## src/rtl/dbg_uart_pkg.sv

```systemverilog
package dbg_uart_pkg;

   typedef enum logic [1:0] {
      TX_IDLE  = 2'd0,
      TX_START = 2'd1,
      TX_DATA  = 2'd2,
      TX_STOP  = 2'd3
   } tx_state_e;

   typedef enum logic [2:0] {
      RX_IDLE  = 3'd0,
      RX_START = 3'd1,
      RX_DATA  = 3'd2,
      RX_STOP  = 3'd3,
      RX_HOLD  = 3'd4
   } rx_state_e;

   // sentinel returned when no fresh byte is held
   function automatic logic [31:0] empty_word();
      return 32'hFFFF_FFFF;
   endfunction

endpackage

```

## src/rtl/dbg_uart_tx.sv

```systemverilog
module dbg_uart_tx
   import dbg_uart_pkg::*;
#(
   parameter int CLKS_PER_BIT = 16,
   parameter int BYTE_W       = 8
) (
   input  logic              clk,
   input  logic              rst_n,
   input  logic              start,
   input  logic [BYTE_W-1:0] data,
   output logic              busy,
   output logic              txd
);
   localparam int CW = (CLKS_PER_BIT > 1) ? $clog2(CLKS_PER_BIT) : 1;
   localparam int BW = (BYTE_W > 1) ? $clog2(BYTE_W) : 1;
   localparam logic [CW-1:0] LAST_CNT = CW'(CLKS_PER_BIT - 1);
   localparam logic [BW-1:0] LAST_BIT = BW'(BYTE_W - 1);

   initial begin
      if (CLKS_PER_BIT < 4) $error("CLKS_PER_BIT must be at least 4");
      if (BYTE_W < 2) $error("BYTE_W must be at least 2");
   end

   tx_state_e         state;
   logic [CW-1:0]     cnt;
   logic [BW-1:0]     bitn;
   logic [BYTE_W-1:0] shreg;

   always_ff @(posedge clk) begin
      if (!rst_n) begin
         state <= TX_IDLE;
         cnt   <= '0;
         bitn  <= '0;
         shreg <= '0;
         txd   <= 1'b1;
      end else begin
         unique case (state)
            TX_IDLE: begin
               txd <= 1'b1;
               if (start) begin
                  shreg <= data;
                  txd   <= 1'b0;
                  cnt   <= LAST_CNT;
                  state <= TX_START;
               end
            end
            TX_START: begin
               if (cnt == '0) begin
                  txd   <= shreg[0];
                  shreg <= {1'b0, shreg[BYTE_W-1:1]};
                  bitn  <= '0;
                  cnt   <= LAST_CNT;
                  state <= TX_DATA;
               end else begin
                  cnt <= cnt - 1'b1;
               end
            end
            TX_DATA: begin
               if (cnt == '0) begin
                  cnt <= LAST_CNT;
                  if (bitn == LAST_BIT) begin
                     txd   <= 1'b1;
                     state <= TX_STOP;
                  end else begin
                     txd   <= shreg[0];
                     shreg <= {1'b0, shreg[BYTE_W-1:1]};
                     bitn  <= bitn + 1'b1;
                  end
               end else begin
                  cnt <= cnt - 1'b1;
               end
            end
            TX_STOP: begin
               if (cnt == '0) state <= TX_IDLE;
               else           cnt   <= cnt - 1'b1;
            end
            default: state <= TX_IDLE;
         endcase
      end
   end

   assign busy = (state != TX_IDLE);


   idle_line_high_chk: assert property (@(posedge clk) disable iff (!rst_n)
      (state == TX_IDLE) |-> txd);


   no_start_busy_chk: assert property (@(posedge clk) disable iff (!rst_n)
      busy |-> !start);

endmodule

```

## src/rtl/dbg_uart_rx.sv

```systemverilog
module dbg_uart_rx
   import dbg_uart_pkg::*;
#(
   parameter int CLKS_PER_BIT = 16,
   parameter int BYTE_W       = 8,
   parameter int SYNC_STAGES  = 2
) (
   input  logic              clk,
   input  logic              rst_n,
   input  logic              rxd,
   output logic              done,
   output logic [BYTE_W-1:0] data
);
   localparam int CW = (CLKS_PER_BIT > 1) ? $clog2(CLKS_PER_BIT) : 1;
   localparam int BW = (BYTE_W > 1) ? $clog2(BYTE_W) : 1;
   localparam logic [CW-1:0] LAST_CNT = CW'(CLKS_PER_BIT - 1);
   localparam logic [CW-1:0] HALF_CNT = CW'(CLKS_PER_BIT / 2 - 1);
   localparam logic [BW-1:0] LAST_BIT = BW'(BYTE_W - 1);

   initial begin
      if (CLKS_PER_BIT < 4) $error("CLKS_PER_BIT must be at least 4");
      if (SYNC_STAGES < 0 || SYNC_STAGES > 4) $error("SYNC_STAGES out of range 0..4");
   end

   logic rxs;

   generate
      if (SYNC_STAGES == 0) begin : g_nosync
         assign rxs = rxd;
      end else begin : g_sync
         logic [SYNC_STAGES-1:0] pipe;
         always_ff @(posedge clk) begin
            if (!rst_n) pipe <= '1;
            else        pipe <= {pipe[SYNC_STAGES-2+1-1:0], rxd} >> 0;
         end
         assign rxs = pipe[SYNC_STAGES-1];
      end
   endgenerate

   rx_state_e         state;
   logic [CW-1:0]     cnt;
   logic [BW-1:0]     bitn;
   logic [BYTE_W-1:0] shreg;

   always_ff @(posedge clk) begin
      if (!rst_n) begin
         state <= RX_IDLE;
         cnt   <= '0;
         bitn  <= '0;
         shreg <= '0;
         done  <= 1'b0;
         data  <= '0;
      end else begin
         done <= 1'b0;
         unique case (state)
            RX_IDLE: begin
               if (!rxs) begin
                  cnt   <= HALF_CNT;
                  state <= RX_START;
               end
            end
            RX_START: begin
               if (cnt == '0) begin
                  if (!rxs) begin
                     cnt   <= LAST_CNT;
                     bitn  <= '0;
                     state <= RX_DATA;
                  end else begin
                     state <= RX_IDLE;
                  end
               end else begin
                  cnt <= cnt - 1'b1;
               end
            end
            RX_DATA: begin
               if (cnt == '0) begin
                  shreg <= {rxs, shreg[BYTE_W-1:1]};
                  cnt   <= LAST_CNT;
                  if (bitn == LAST_BIT) state <= RX_STOP;
                  else                  bitn  <= bitn + 1'b1;
               end else begin
                  cnt <= cnt - 1'b1;
               end
            end
            RX_STOP: begin
               if (cnt == '0) begin
                  if (rxs) begin
                     done  <= 1'b1;
                     data  <= shreg;
                     state <= RX_IDLE;
                  end else begin
                     state <= RX_HOLD;
                  end
               end else begin
                  cnt <= cnt - 1'b1;
               end
            end
            RX_HOLD: begin
               if (rxs) state <= RX_IDLE;
            end
            default: state <= RX_IDLE;
         endcase
      end
   end


   stop_high_chk: assert property (@(posedge clk) disable iff (!rst_n)
      done |-> $past(rxs));

endmodule

```

## src/rtl/dbg_uart_busif.sv

```systemverilog
module dbg_uart_busif
   import dbg_uart_pkg::*;
#(
   parameter int          ADDR_W    = 32,
   parameter int          DATA_W    = 32,
   parameter int          BYTE_W    = 8,
   parameter logic [31:0] BASE_ADDR = 32'h1000_0000
) (
   input  logic              clk,
   input  logic              rst_n,
   input  logic              req,
   input  logic              we,
   input  logic [ADDR_W-1:0] addr,
   input  logic [DATA_W-1:0] wdata,
   output logic [DATA_W-1:0] rdata,
   output logic              ack,
   input  logic              tx_busy,
   output logic              tx_start,
   output logic [BYTE_W-1:0] tx_data,
   input  logic              rx_done,
   input  logic [BYTE_W-1:0] rx_data
);
   localparam logic [ADDR_W-1:0] REG_ADDR = ADDR_W'(BASE_ADDR);

   initial begin
      if (DATA_W < BYTE_W) $error("DATA_W must hold a byte");
      if (BASE_ADDR[1:0] != 2'b00) $error("BASE_ADDR must be word aligned");
   end

   logic              hit;
   logic              rd_take;
   logic              wr_take;
   logic              fresh;
   logic [BYTE_W-1:0] held;

   assign hit      = req && (addr == REG_ADDR) && !ack;
   assign rd_take  = hit && !we;
   assign wr_take  = hit && we && !tx_busy;
   assign tx_start = wr_take;
   assign tx_data  = wdata[BYTE_W-1:0];

   always_ff @(posedge clk) begin
      if (!rst_n) begin
         ack   <= 1'b0;
         rdata <= '0;
         fresh <= 1'b0;
         held  <= '0;
      end else begin
         ack <= rd_take || wr_take;
         if (rd_take) begin
            rdata <= fresh ? DATA_W'(held) : DATA_W'(empty_word());
         end
         if (rx_done) begin
            held  <= rx_data;
            fresh <= 1'b1;
         end else if (rd_take) begin
            fresh <= 1'b0;
         end
      end
   end


   ack_pulse_chk: assert property (@(posedge clk) disable iff (!rst_n)
      ack |=> !ack);


   ack_has_req_chk: assert property (@(posedge clk) disable iff (!rst_n)
      ack |-> $past(req));


   stall_busy_chk: assert property (@(posedge clk) disable iff (!rst_n)
      (req && we && tx_busy) |=> !ack);


   other_addr_chk: assert property (@(posedge clk) disable iff (!rst_n)
      (addr != REG_ADDR) |=> !ack);


   rdata_shape_chk: assert property (@(posedge clk) disable iff (!rst_n)
      (ack && $past(!we) && rdata != DATA_W'(empty_word()))
         |-> (rdata[DATA_W-1:BYTE_W] == '0));

endmodule

```

## src/rtl/dbg_uart_port.sv

```systemverilog
module dbg_uart_port
   import dbg_uart_pkg::*;
#(
   parameter int          CLKS_PER_BIT = 16,
   parameter int          SYNC_STAGES  = 2,
   parameter logic [31:0] BASE_ADDR    = 32'h1000_0000
) (
   input  logic        clk,
   input  logic        rst_n,
   input  logic        bus_req,
   input  logic        bus_we,
   input  logic [31:0] bus_addr,
   input  logic [31:0] bus_wdata,
   output logic [31:0] bus_rdata,
   output logic        bus_ack,
   output logic        ser_txd,
   input  logic        ser_rxd
);
   localparam int BYTE_W = 8;

   logic              tx_busy;
   logic              tx_start;
   logic [BYTE_W-1:0] tx_data;
   logic              rx_done;
   logic [BYTE_W-1:0] rx_data;

   dbg_uart_busif #(
      .ADDR_W(32), .DATA_W(32), .BYTE_W(BYTE_W), .BASE_ADDR(BASE_ADDR)
   ) u_busif (
      .clk(clk), .rst_n(rst_n),
      .req(bus_req), .we(bus_we), .addr(bus_addr), .wdata(bus_wdata),
      .rdata(bus_rdata), .ack(bus_ack),
      .tx_busy(tx_busy), .tx_start(tx_start), .tx_data(tx_data),
      .rx_done(rx_done), .rx_data(rx_data)
   );

   dbg_uart_tx #(
      .CLKS_PER_BIT(CLKS_PER_BIT), .BYTE_W(BYTE_W)
   ) u_tx (
      .clk(clk), .rst_n(rst_n),
      .start(tx_start), .data(tx_data), .busy(tx_busy), .txd(ser_txd)
   );

   dbg_uart_rx #(
      .CLKS_PER_BIT(CLKS_PER_BIT), .BYTE_W(BYTE_W), .SYNC_STAGES(SYNC_STAGES)
   ) u_rx (
      .clk(clk), .rst_n(rst_n),
      .rxd(ser_rxd), .done(rx_done), .data(rx_data)
   );

endmodule

```

## config.mk

```make
export PLATFORM = sky130hd
export DESIGN_NAME = dbg_uart_port
export DESIGN_NICKNAME = d
export VERILOG_FILES = /design/src/rtl/dbg_uart_pkg.sv /design/src/rtl/dbg_uart_tx.sv /design/src/rtl/dbg_uart_rx.sv /design/src/rtl/dbg_uart_busif.sv /design/src/rtl/dbg_uart_port.sv
export SDC_FILE = /design/constraint.sdc
export NUM_CORES = 1
export LEC_CHECK = 0
export BUFFER_PORTS_ARGS = -buffer_cell sky130_fd_sc_hd__clkbuf_2
export CORE_UTILIZATION = 35
export CTS_CLUSTER_DIAMETER = 40
export CTS_CLUSTER_SIZE = 28
export DETAILED_ROUTE_END_ITERATION = 10
export GPL_TIMING_DRIVEN = 0
export MAX_ROUTING_LAYER = met4
export PLACE_DENSITY_LB_ADDON = 0.08
export SLEW_MARGIN = 15
export SYNTH_ARGS = -nofsm -noshare
export SYNTH_HDL_FRONTEND = slang
export SYNTH_SLANG_ARGS = --single-unit
```

## constraint.sdc

```tcl
create_clock -name clk -period 2.46 [get_ports clk]
set_clock_uncertainty 0.15 [all_clocks]
set_input_delay 0.369 -clock clk [delete_from_list [all_inputs] [get_ports clk]]
set_output_delay 0.369 -clock clk [all_outputs]
set_load 0.005 [all_outputs]
```

==> results of run 1 <==
-- state kept, by name, summed over array words and instances (netlist names) --
name / cells
u_busif.fresh: 1
u_tx.cnt: 4
u_rx.state: 3
u_tx.txd: 1
u_rx.shreg: 8
u_busif.held: 8
u_rx.done: 1
u_rx.bitn: 3
u_busif.ack: 1
u_tx.bitn: 3
u_rx.data: 8
u_rx.g_sync.pipe: 2
u_tx.state: 2
u_busif.rdata: 9
u_tx.shreg: 8
u_rx.cnt: 4
-- worst max-delay path, stage by stage (launching register included) --
cell      delay (ns)
dfxtp_1         0.34
inv_1           0.10
ha_1            0.19
or3b_4          0.43
a211o_1         0.34
o31ai_4         0.12
buf_6           0.21
a21oi_1         0.07
a311oi_1        0.24
-- through the flow --
| stage | total power [W] | hold slack [ns] | setup WS [ns] | cells |
|---|---|---|---|---|
| 6_report | 0.00217 | 0.0755 | 0.177 | 565 |
| 5_1_grt | 0.00225 | 0.0933 | -0.00295 | 565 |
| 4_1_cts | 0.00221 | 0.0652 | 0.0193 | 566 |
| 3_5_place_dp | 0.00124 | 0.249 | 0.0416 | 550 |
| 3_3_place_gp | 0.00124 | 0.243 | 0.0628 | 550 |
| 2_1_floorplan | 0.00118 | 0.236 | 0.325 | 361 |
-- synthesized netlist by cell type (2+ instances only) --
cell and n:
a211o_1 2, a21oi_1 33, a22oi_1 2, a311o_1 2, a311oi_1 10, a311oi_2 2
a31oi_1 4, and4b_1 2, buf_2 4, buf_4 24, clkbuf_1 15, dfxtp_1 66
ha_1 13, inv_1 11, mux2i_1 36, nand2_1 14, nand2b_1 11, nand4_1 4
nor2_1 49, nor3_1 6, nor3b_1 3, nor4_1 4, nor4_2 2, o21a_1 4
o21ai_0 15, or3b_1 2, xor2_1 2
-- layer usage --
layer	track usage [%]	vias up	part of all wire, %
met5	-	-	0
met4	5.86	0	0.72
met3	2.77	4	4.0
met2	25.1	55	44
met1	21.7	1319	51
li1	-	1433	-
-- layout by cell type (no fill, tap or decap), drive strengths merged, types with 6 or more instances in the layout --
cell	synthesis	layout
o21ai	16	16
clkbuf	15	103
a21oi	33	33
inv	11	12
nor4	7	7
nand2	14	14
mux2i	36	36
dfxtp	66	66
a311oi	12	12
nand2b	11	11
ha	13	13
nor3	6	6
buf	30	30
nor2	49	49
-- area by class of cell --
class	count	area share, %
clock buffer	11	3.74
sequential	66	32.6
tap	111	3.43
timing repair buffer	78	9.64
multi-input combinational	239	41.3
buffer	44	6.74
clock inverter	5	1.51
inverter	11	1.02
-- repair_timing --
item                                    4_1_cts  5_1_grt
hold buffers                                  0        0
gates resized for setup                       0        6
endpoints found under the setup margin        0        9
-- cell families (layout without fill, tap and decap cells) --
family	count (synthesis)	in the layout	synth area share, %
buffers and inverters	56	149	9.51
xor gates and xnor gates	2	2	0.533
adders and majority gates	13	13	4.95
DFF	66	66	40.2
muxes	36	36	11.0
and+or+nand+nor	107	107	17.4
AOI/OAI and AO/OA	81	81	16.5
-- power by group through the flow --
stage               logic (W)  clock network (W)  registers [W]
global route         0.000145            0.00103        0.00108
global placement     0.000130                  0        0.00111
detailed placement   0.000131                  0        0.00111
CTS                  0.000131           0.000995        0.00108
finish               0.000128           0.000961        0.00108
floorplan           0.0000715                  0        0.00110
-- path summary, 6_finish.rpt --
| kind | from | end | slack, ns | cells past startpoint |
|---|---|---|---|---|
| max | u_tx.cnt[0] | u_tx.shreg[6] | 0.18 | 8 |
| min | ser_rxd | u_rx.g_sync.pipe[0] | 0.08 | 2 |
| max reg2reg | u_tx.cnt[0] | u_tx.shreg[6] | 0.18 | 8 |
| min reg2reg | u_rx.g_sync.pipe[0] | u_rx.g_sync.pipe[1] | 0.26 | 1 |
==> impl_results.md, run 1 <==
- Status: finished clean
- Vias in the first global route: 2,639
- Clk_lat worst skew: 0.33 ns
- Die Footprint: 9790 um^2
- Startpoint class of the critical path: flip-flop
- Routed Antenna Nets: 0
- Pins Over Slew Limit: 0
- H-tree Lvls: 3
- Die H: 98.9 um
- Initial Util: 35.9%
- Total vias in the final route: 2,811
- DRT iter0 DRCs: 100
- Internal power: 0.00166 W
- YS warnings: 0
- Core Util, Final: 44.2%
- Post-synthesis average cell area: 9.11 um^2
- Sequential share of power: 49.8%
- Remaining Overflow, GRT: 0
- Area of the multi-input gates: 1670 um^2
- Cells after Synth: 361
- Largest cells by area after synthesis: dfxtp_1 (40%), mux2i_1 (11%), nor2_1 (5.6%)
- Crit path required time: 2.55 ns
- Final Setup Violations: 0
- Syn Std Cell Area: 3290 um^2
- Sequential-to-total area share from yosys stat: 40.2%
- Setup TNS: 0 ns
- Post-synth EDFFs: 0
- Logic pwr share: 5.9%
- Register area: 1320 um^2
- PwrDens: 536 nW/um^2
- Chip width: 98.9 um
- Core box area: 9150 um^2
- Yosys top cell area share: 40.2%
- Drt pass-1 iters: 4
- Largest net degree at the start of global routing: 26
- Clock sink total: 66
- TritonCTS buffer count: 9
- Synth unique cells: 46
- Hold Vio Cnt, Final: 0
- Fmax: 438 MHz
- Worst Path Max Fanout: 10
- Post-layout minimum cycle time: 2.28 ns
- Ports: 103
- Synth Flop Type: dfxtp_1
- Sw Share: 23.5%
- Leak: 1.82 nW
- FF+latch count, synth: 66
- Root buf cell: clkbuf_8
- Finished Cell Area: 4050 um^2
- Peak VDD IR: 261 uV
- Net count after synthesis: 443
- Switching power: 0.000511 W
- GRT Overall Usage: 16.3%
- IO buf count: 78
- Layout cell share with drive strength beyond 1: 30.2%
- Final WL: 7.37 mm
- Fin crit share: 92.8%
- Clk slew on worst S/H paths: 0.07 ns
- GPL Wtd Cong: 0.745
- CTS tree: yes
- DP Area: 3820 um^2
- CP arrival: 2.37 ns
- Largest area contributor in the netlist: dfxtp_1
- Vias/cell: 4.98
- Antenna violations before repair: 0
- Synth async-reset ratio: 0%
- Clk pwr share: 44.3%
- # diodes: 0
- WL per Instance: 13.0 um
- P&R area growth vs syn: 23.1%
- Rel. slew slack: 50.6%
- CTS max path bufs: 2
- DP HPWL: 5.39 mm
- Worst setup path category: flip-flop to flip-flop
- First-pass GRT wire length: 12.4 mm
- Hold crit path type: input port to flip-flop
- # rows: 35
- Worst slew pin tran: 0.740 ns
- Remaining DRCs: 0
- Layout net count: 531
- Postcts setup bufs: 0
- Fillers: 925
- CP Capture Type: flip-flop
- Max-cap violation count: 0
Note: power is estimated with default switching activity, not from simulation.
==> inputs of run 2 (changes only) <==
--- a/config.mk
+++ b/config.mk
@@ -6,7 +6,7 @@
 export NUM_CORES = 1
 export LEC_CHECK = 0
 export BUFFER_PORTS_ARGS = -buffer_cell sky130_fd_sc_hd__clkbuf_2
-export CORE_UTILIZATION = 35
+export CORE_UTILIZATION = 51
 export CTS_CLUSTER_DIAMETER = 40
 export CTS_CLUSTER_SIZE = 28
 export DETAILED_ROUTE_END_ITERATION = 10
==> impl_results.md, run 2 (synthesis gave the netlist of run 1 again) <==
- WL per Instance: 13.1 um (+0.58%)
- Largest reg by FF count: u_busif.rdata
- Worst slew pin tran: 0.805 ns (+0.0653 ns)
- GRT Overall Usage: 23.0% (+6.6 points)
- Layout cell share with drive strength beyond 1: 28.9% (-1.3 points)
- Design Power: 0.00218 W (+0.35%)
- Status: finished clean
- Leak: 1.81 nW (-0.31%)
- Finished Cell Area: 3990 um^2 (-1.4%)
- Final setup margin: 0.120 ns (-0.0568 ns)
- PwrDens: 545 nW/um^2 (+1.8%)
- Ports: 103 (unchanged)
- Total vias in the final route: 2,819 (+0.28%)
- Clock sink total: 66 (unchanged)
- Worst Path Max Fanout: 10 (unchanged)
- Min Hold Slack: 0.0970 ns (+0.0215 ns)
- Startpoint class of the critical path: flip-flop
- Chip width: 82.3 um (-17%)
- CTS tree: yes
- Hold Crit Depth: 2 (unchanged)
- DP Area: 3770 um^2 (-1.2%)
- Largest net degree at the start of global routing: 26 (unchanged)
- Initial Util: 54.3% (+18 points)
- Max reg flops: 9 (unchanged)
- Worst stage delay on the critical path: 0.46 ns (+0.03 ns)
- Fmax: 427 MHz (-2.4%)
- Final Setup Violations: 0 (unchanged)
- Hold Vio Cnt, Final: 0 (unchanged)
- CP arrival: 2.43 ns (+0.06 ns)
- Remaining DRCs: 0 (unchanged)
- Crit path required time: 2.55 ns (about the same)
- Die H: 82.3 um (-17%)
- Max-cap violation count: 0 (unchanged)
- Vias/cell: 5.34 (+7.3%)
- Hold crit path type: input port to flip-flop
- Setup TNS: 0 ns (unchanged)
- IO buf count: 78 (unchanged)
- Clk_lat worst skew: 0.33 ns (about the same)
- Die Footprint: 6770 um^2 (-31%)
- Final WL: 6.93 mm (-6.0%)
- DP HPWL: 5.08 mm (-5.8%)
- DRT iter0 DRCs: 98 (-2.0%)
- CP Capture Type: flip-flop
- Rel. slew slack: 46.2% (-4.4 points)
- Fillers: 534 (-42%)
- Sequential share of power: 49.7% (about the same)
- Peak VDD IR: 319 uV (+22%)
- First-pass GRT wire length: 11.5 mm (-7.6%)
- Worst setup path category: flip-flop to flip-flop
- Family with the most delay on the worst path: compound AO/OA/AOI/OAI gates
- Switching power: 0.000460 W (-10%)
- Root buf cell: clkbuf_8
- P&R area growth vs syn: 21.4%
- GPL Wtd Cong: 0.842 (+13%)
- Layout net count: 532 (+0.19%)
- # diodes: 0 (unchanged)
- Internal power: 0.00172 W (+3.5%)
- Clk pwr share: 44.5% (+0.2 points)
- R2R cell count: 8 (unchanged)
- Clk slew on worst S/H paths: 0.07 ns (about the same)
- RSZ-0062 raised after global routing: no
- Commonest non-fill, non-tap cell in the layout: clkbuf_2
- Drt pass-1 iters: 4 (unchanged)
- Post-layout minimum cycle time: 2.34 ns (+0.0568 ns)
- Remaining Overflow, GRT: 0 (unchanged)
- # rows: 28 (-20%)
- Routed Antenna Nets: 0 (unchanged)
- CTS max path bufs: 2 (unchanged)
- Dpl ws: 0.0312 ns (-0.0103 ns)
- Crit-path slowest cell: or3b_1
- TritonCTS buffer count: 9 (unchanged)
- Fin crit share: 95.1% (+2.3 points)
- WP buf/inv: 2 (unchanged)
- Logic pwr share: 5.9% (about the same)
- H-tree Lvls: 3 (unchanged)
- Sw Share: 21.1% (-2.4 points)
- Antenna violations before repair: 0 (unchanged)
- Most frequent cells in the layout: clkbuf_2 (78), dfxtp_1 (66), nor2_1 (49)
- Vias in the first global route: 2,508 (-5.0%)
- Cell-by-cell trace of the critical path: inv_1 > ha_1 > or3b_1 > a211o_1 > o31ai_4 > buf_6 > a21oi_1 > a311oi_1
- Postcts setup bufs: 0 (unchanged)
- Pins Over Slew Limit: 0 (unchanged)
- Core box area: 6060 um^2 (-34%)
- WP depth: 8 (unchanged)
-- run 2: cell types whose count changed in the layout (fill, tap and decap cells not counted), sizes merged --
| cell | change |
|---|---|
| clkinv | -2 |
| inv | -1 |
| bufinv | +1 |
| clkbuf | +1 |
-- run 2: final timing paths --
check | from | to | slack [ns]
hold reg to reg | u_rx.g_sync.pipe[0] | u_rx.g_sync.pipe[1] | 0.26
setup / recovery | u_tx.cnt[0] | u_tx.shreg[1] | 0.12
setup reg to reg | u_tx.cnt[0] | u_tx.shreg[1] | 0.12
hold / removal | ser_rxd | u_rx.g_sync.pipe[0] | 0.1
-- run 2: per-layer routing --
layer | vias up | global-route usage [%] | wire [um]
met1 | 1312 | 28.8 | 3300
met5 | - | - | 0
li1 | 1437 | - | -
met2 | 64 | 37.2 | 3300
met4 | 0 | 8.60 | 42
met3 | 6 | 3.52 | 284
-- run 2: power by group through the flow --
| stage | sequential [W] | clock, W | combinational (W) |
|---|---|---|---|
| 3_5_place_dp | 0.00111 | 0 | 0.000128 |
| 3_3_place_gp | 0.00111 | 0 | 0.000126 |
| 6_report | 0.00108 | 0.000968 | 0.000128 |
| 2_1_floorplan | 0.00110 | 0 | 0.0000715 |
| 5_1_grt | 0.00108 | 0.00103 | 0.000143 |
| 4_1_cts | 0.00108 | 0.000984 | 0.000128 |
-- run 2: metrics by stage --
stage / std cells / util, %
finish: 528 / 65.9
global route: 528 / 65.9
CTS: 528 / 65.6
detailed placement: 514 / 62.2
global placement: 514 / 62.2
floorplan: 361 / -
-- run 2: area by class of cell --
cell class | count | area, um^2 | share of cell area, %
Multi-Input combinational cell | 239 | 1660 | 41.7
Sequential cell | 66 | 1320 | 33.1
Timing Repair Buffer | 78 | 390 | 9.78
Buffer | 45 | 275 | 6.90
Clock buffer | 11 | 141 | 3.54
Tap cell | 75 | 93.8 | 2.35
Clock inverter | 3 | 65.1 | 1.63
Inverter | 11 | 41.3 | 1.03
-- run 2: repair_timing --
action,4_1_cts,5_1_grt
hold buffers,0,0
endpoints found under the setup margin,0,3
resized for setup,0,2
==> inputs of run 3 (changes only) <==
--- a/config.mk
+++ b/config.mk
@@ -6,13 +6,14 @@
 export NUM_CORES = 1
 export LEC_CHECK = 0
 export BUFFER_PORTS_ARGS = -buffer_cell sky130_fd_sc_hd__clkbuf_2
+export CORE_MARGIN = 8
 export CORE_UTILIZATION = 51
 export CTS_CLUSTER_DIAMETER = 40
 export CTS_CLUSTER_SIZE = 28
 export DETAILED_ROUTE_END_ITERATION = 10
 export GPL_TIMING_DRIVEN = 0
 export MAX_ROUTING_LAYER = met4
-export PLACE_DENSITY_LB_ADDON = 0.08
+export PLACE_DENSITY = 0.8
 export SLEW_MARGIN = 15
 export SYNTH_ARGS = -nofsm -noshare
 export SYNTH_HDL_FRONTEND = slang
==> impl_results.md, run 3 (synthesis gave the netlist of run 1 again) <==
- Worst slew pin tran: 0.705 ns (-0.101 ns)
- Die H: 96.3 um (+17%)
- Sw Share: 22.6% (+1.5 points)
- Core box area: 6280 um^2 (+3.6%)
- H-tree Lvls: 3 (unchanged)
- R2r startpoint: u_tx.state[0]
- Antenna violations before repair: 0 (unchanged)
- Max reg flops: 9 (unchanged)
- Commonest non-fill, non-tap cell in the layout: clkbuf_2
- Vias in the first global route: 2,698 (+7.6%)
- Peak VDD IR: 437 uV (+37%)
- Drt pass-1 iters: 4 (unchanged)
- Largest net degree at the start of global routing: 26 (unchanged)
- CTS max path bufs: 2 (unchanged)
- Clk pwr share: 45.0% (+0.5 points)
- Largest reg by FF count: u_busif.rdata
- Startpoint class of the critical path: flip-flop
- DRT iter0 DRCs: 144 (+47%)
- WL per Instance: 13.8 um (+5.5%)
- Status: finished clean
- CP arrival: 2.40 ns (-0.03 ns)
- Pins Over Slew Limit: 0 (unchanged)
- Chip width: 96.3 um (+17%)
- Hold Crit Depth: 2 (unchanged)
- CP Capture Type: flip-flop
- Finished Cell Area: 4010 um^2 (+0.53%)
- P&R area growth vs syn: 22.0%
- Reg-to-reg setup timing slack: 0.16 ns (+0.04 ns)
- Ports: 103 (unchanged)
- Hold Vio Cnt, Final: 0 (unchanged)
- Core Util, Final: 63.9% (-1.9 points)
- First-pass GRT wire length: 11.8 mm (+2.6%)
- Clk slew on worst S/H paths: 0.07 ns (about the same)
- Final non-filler cell total: 532 (+0.76%)
- Final Setup Violations: 0 (unchanged)
- Clk_lat worst skew: 0.34 ns (about the same)
- Logic pwr share: 5.8% (about the same)
- Leak: 1.81 nW (about the same)
- Final WL: 7.37 mm (+6.3%)
- Root buf cell: clkbuf_8
- # diodes: 0 (unchanged)
- Hold_buf cts: 0 (unchanged)
- Worst setup path category: flip-flop to flip-flop
- GPL Wtd Cong: 0.882 (+4.7%)
- Reg-to-Reg End: u_tx.shreg[5]
- Total vias in the final route: 2,804 (-0.53%)
- Min-Delay Endpoint: u_rx.g_sync.pipe[0]
- TritonCTS buffer count: 9 (unchanged)
- Layout net count: 532 (unchanged)
- Switching power: 0.000497 W (+8.1%)
- Sequential share of power: 49.2% (-0.5 points)
- Vias/cell: 5.27 (-1.3%)
- Remaining Overflow, GRT: 0 (unchanged)
- Clock sink total: 66 (unchanged)
- Fmax: 434 MHz (+1.6%)
- Rel. slew slack: 53.0% (+6.8 points)
- CTS tree: yes
- Placed cell count: 516 (+0.39%)
- Hold crit path type: input port to flip-flop
- Most frequent cells in the layout: clkbuf_2 (78), dfxtp_1 (66), nor2_1 (49)
- Layout cell share with drive strength beyond 1: 29.9% (+0.97 points)
- Min Hold Slack: 0.0655 ns (-0.0316 ns)
- Post-layout minimum cycle time: 2.30 ns (-0.0364 ns)
- Initial Util: 52.4% (-1.9 points)
- Internal power: 0.00170 W (-1.1%)
- IO buf count: 78 (unchanged)
- Remaining DRCs: 0 (unchanged)
- GRT Overall Usage: 16.3% (-6.6 points)
- Crit path required time: 2.55 ns (about the same)
- Max-cap violation count: 0 (unchanged)
- Die Footprint: 9270 um^2 (+37%)
- R2R cell count: 6 (-2)
- PwrDens: 547 nW/um^2 (+0.34%)
- Min-delay src: ser_rxd
- DP HPWL: 5.61 mm (+10%)
- DP Area: 3770 um^2 (about the same)
- # rows: 29 (+3.6%)
- Fin crit share: 93.6% (-1.5 points)
- Routed Antenna Nets: 0 (unchanged)
- Worst Path Max Fanout: 10 (unchanged)
run 3: critical path: stages (launching register included):
cell and delay [ns]:
dfxtp_1 0.38, inv_1 0.10, ha_1 0.28, clkbuf_1 0.26, clkbuf_1 0.56, mux2i_1 0.18
a311oi_2 0.30
run 3: stage by stage:
step	power [W]	TNS [ns]	setup slack [ns]
after floorplan	0.00118	0	0.325
after global placement	0.00123	0	0.129
after detailed placement	0.00123	0	0.0578
after CTS	0.00221	0	0.0358
after global routing	0.00227	-0.00135	-0.00135
final	0.00220	0	0.156
run 3: layer usage:
layer	vias to the layer above	GRT usage (%)	wire, um
met2	57	27.5	3650
li1	1436	-	-
met1	1301	18.3	3180
met3	10	3.59	452
met4	0	6.94	80
met5	-	-	0
run 3: how the worst max path moves through the flow:
stage | depth (start not counted) | from | slack, ns | endpoint
floorplan | 8 | u_tx.cnt[0] | 0.32 | u_tx.shreg[0]
global placement | 7 | bus_addr[11] | 0.13 | u_tx.shreg[5]
detailed placement | 7 | u_tx.cnt[0] | 0.06 | u_tx.shreg[6]
CTS | 7 | u_tx.cnt[0] | 0.04 | u_tx.shreg[1]
global route | 6 | u_tx.state[0] | -0.001 | u_tx.shreg[3]
finish | 6 | u_tx.state[0] | 0.16 | u_tx.shreg[5]
run 3: layout make-up:
class	count	area, um^2
clock inverters	7	93.8
repair buffers	78	390
flip-flops and latches	66	1320
inverters	11	41.3
clock buffers	9	124
well taps	77	96.3
multi-input cells	239	1670
fillers	536	2260
plain buffers	45	275
run 3: power by group through the flow:
stage | clock, W | combinational (W) | sequential [W]
6_report | 0.000987 | 0.000128 | 0.00108
5_1_grt | 0.00105 | 0.000141 | 0.00108
4_1_cts | 0.00100 | 0.000128 | 0.00108
3_5_place_dp | 0 | 0.000127 | 0.00111
3_3_place_gp | 0 | 0.000123 | 0.00111
2_1_floorplan | 0 | 0.0000715 | 0.00110
run 3: what timing repair did:
item	4_1_cts	5_1_grt
gates resized for setup	0	4
setup buffers	0	0
endpoints found under the setup margin	0	7
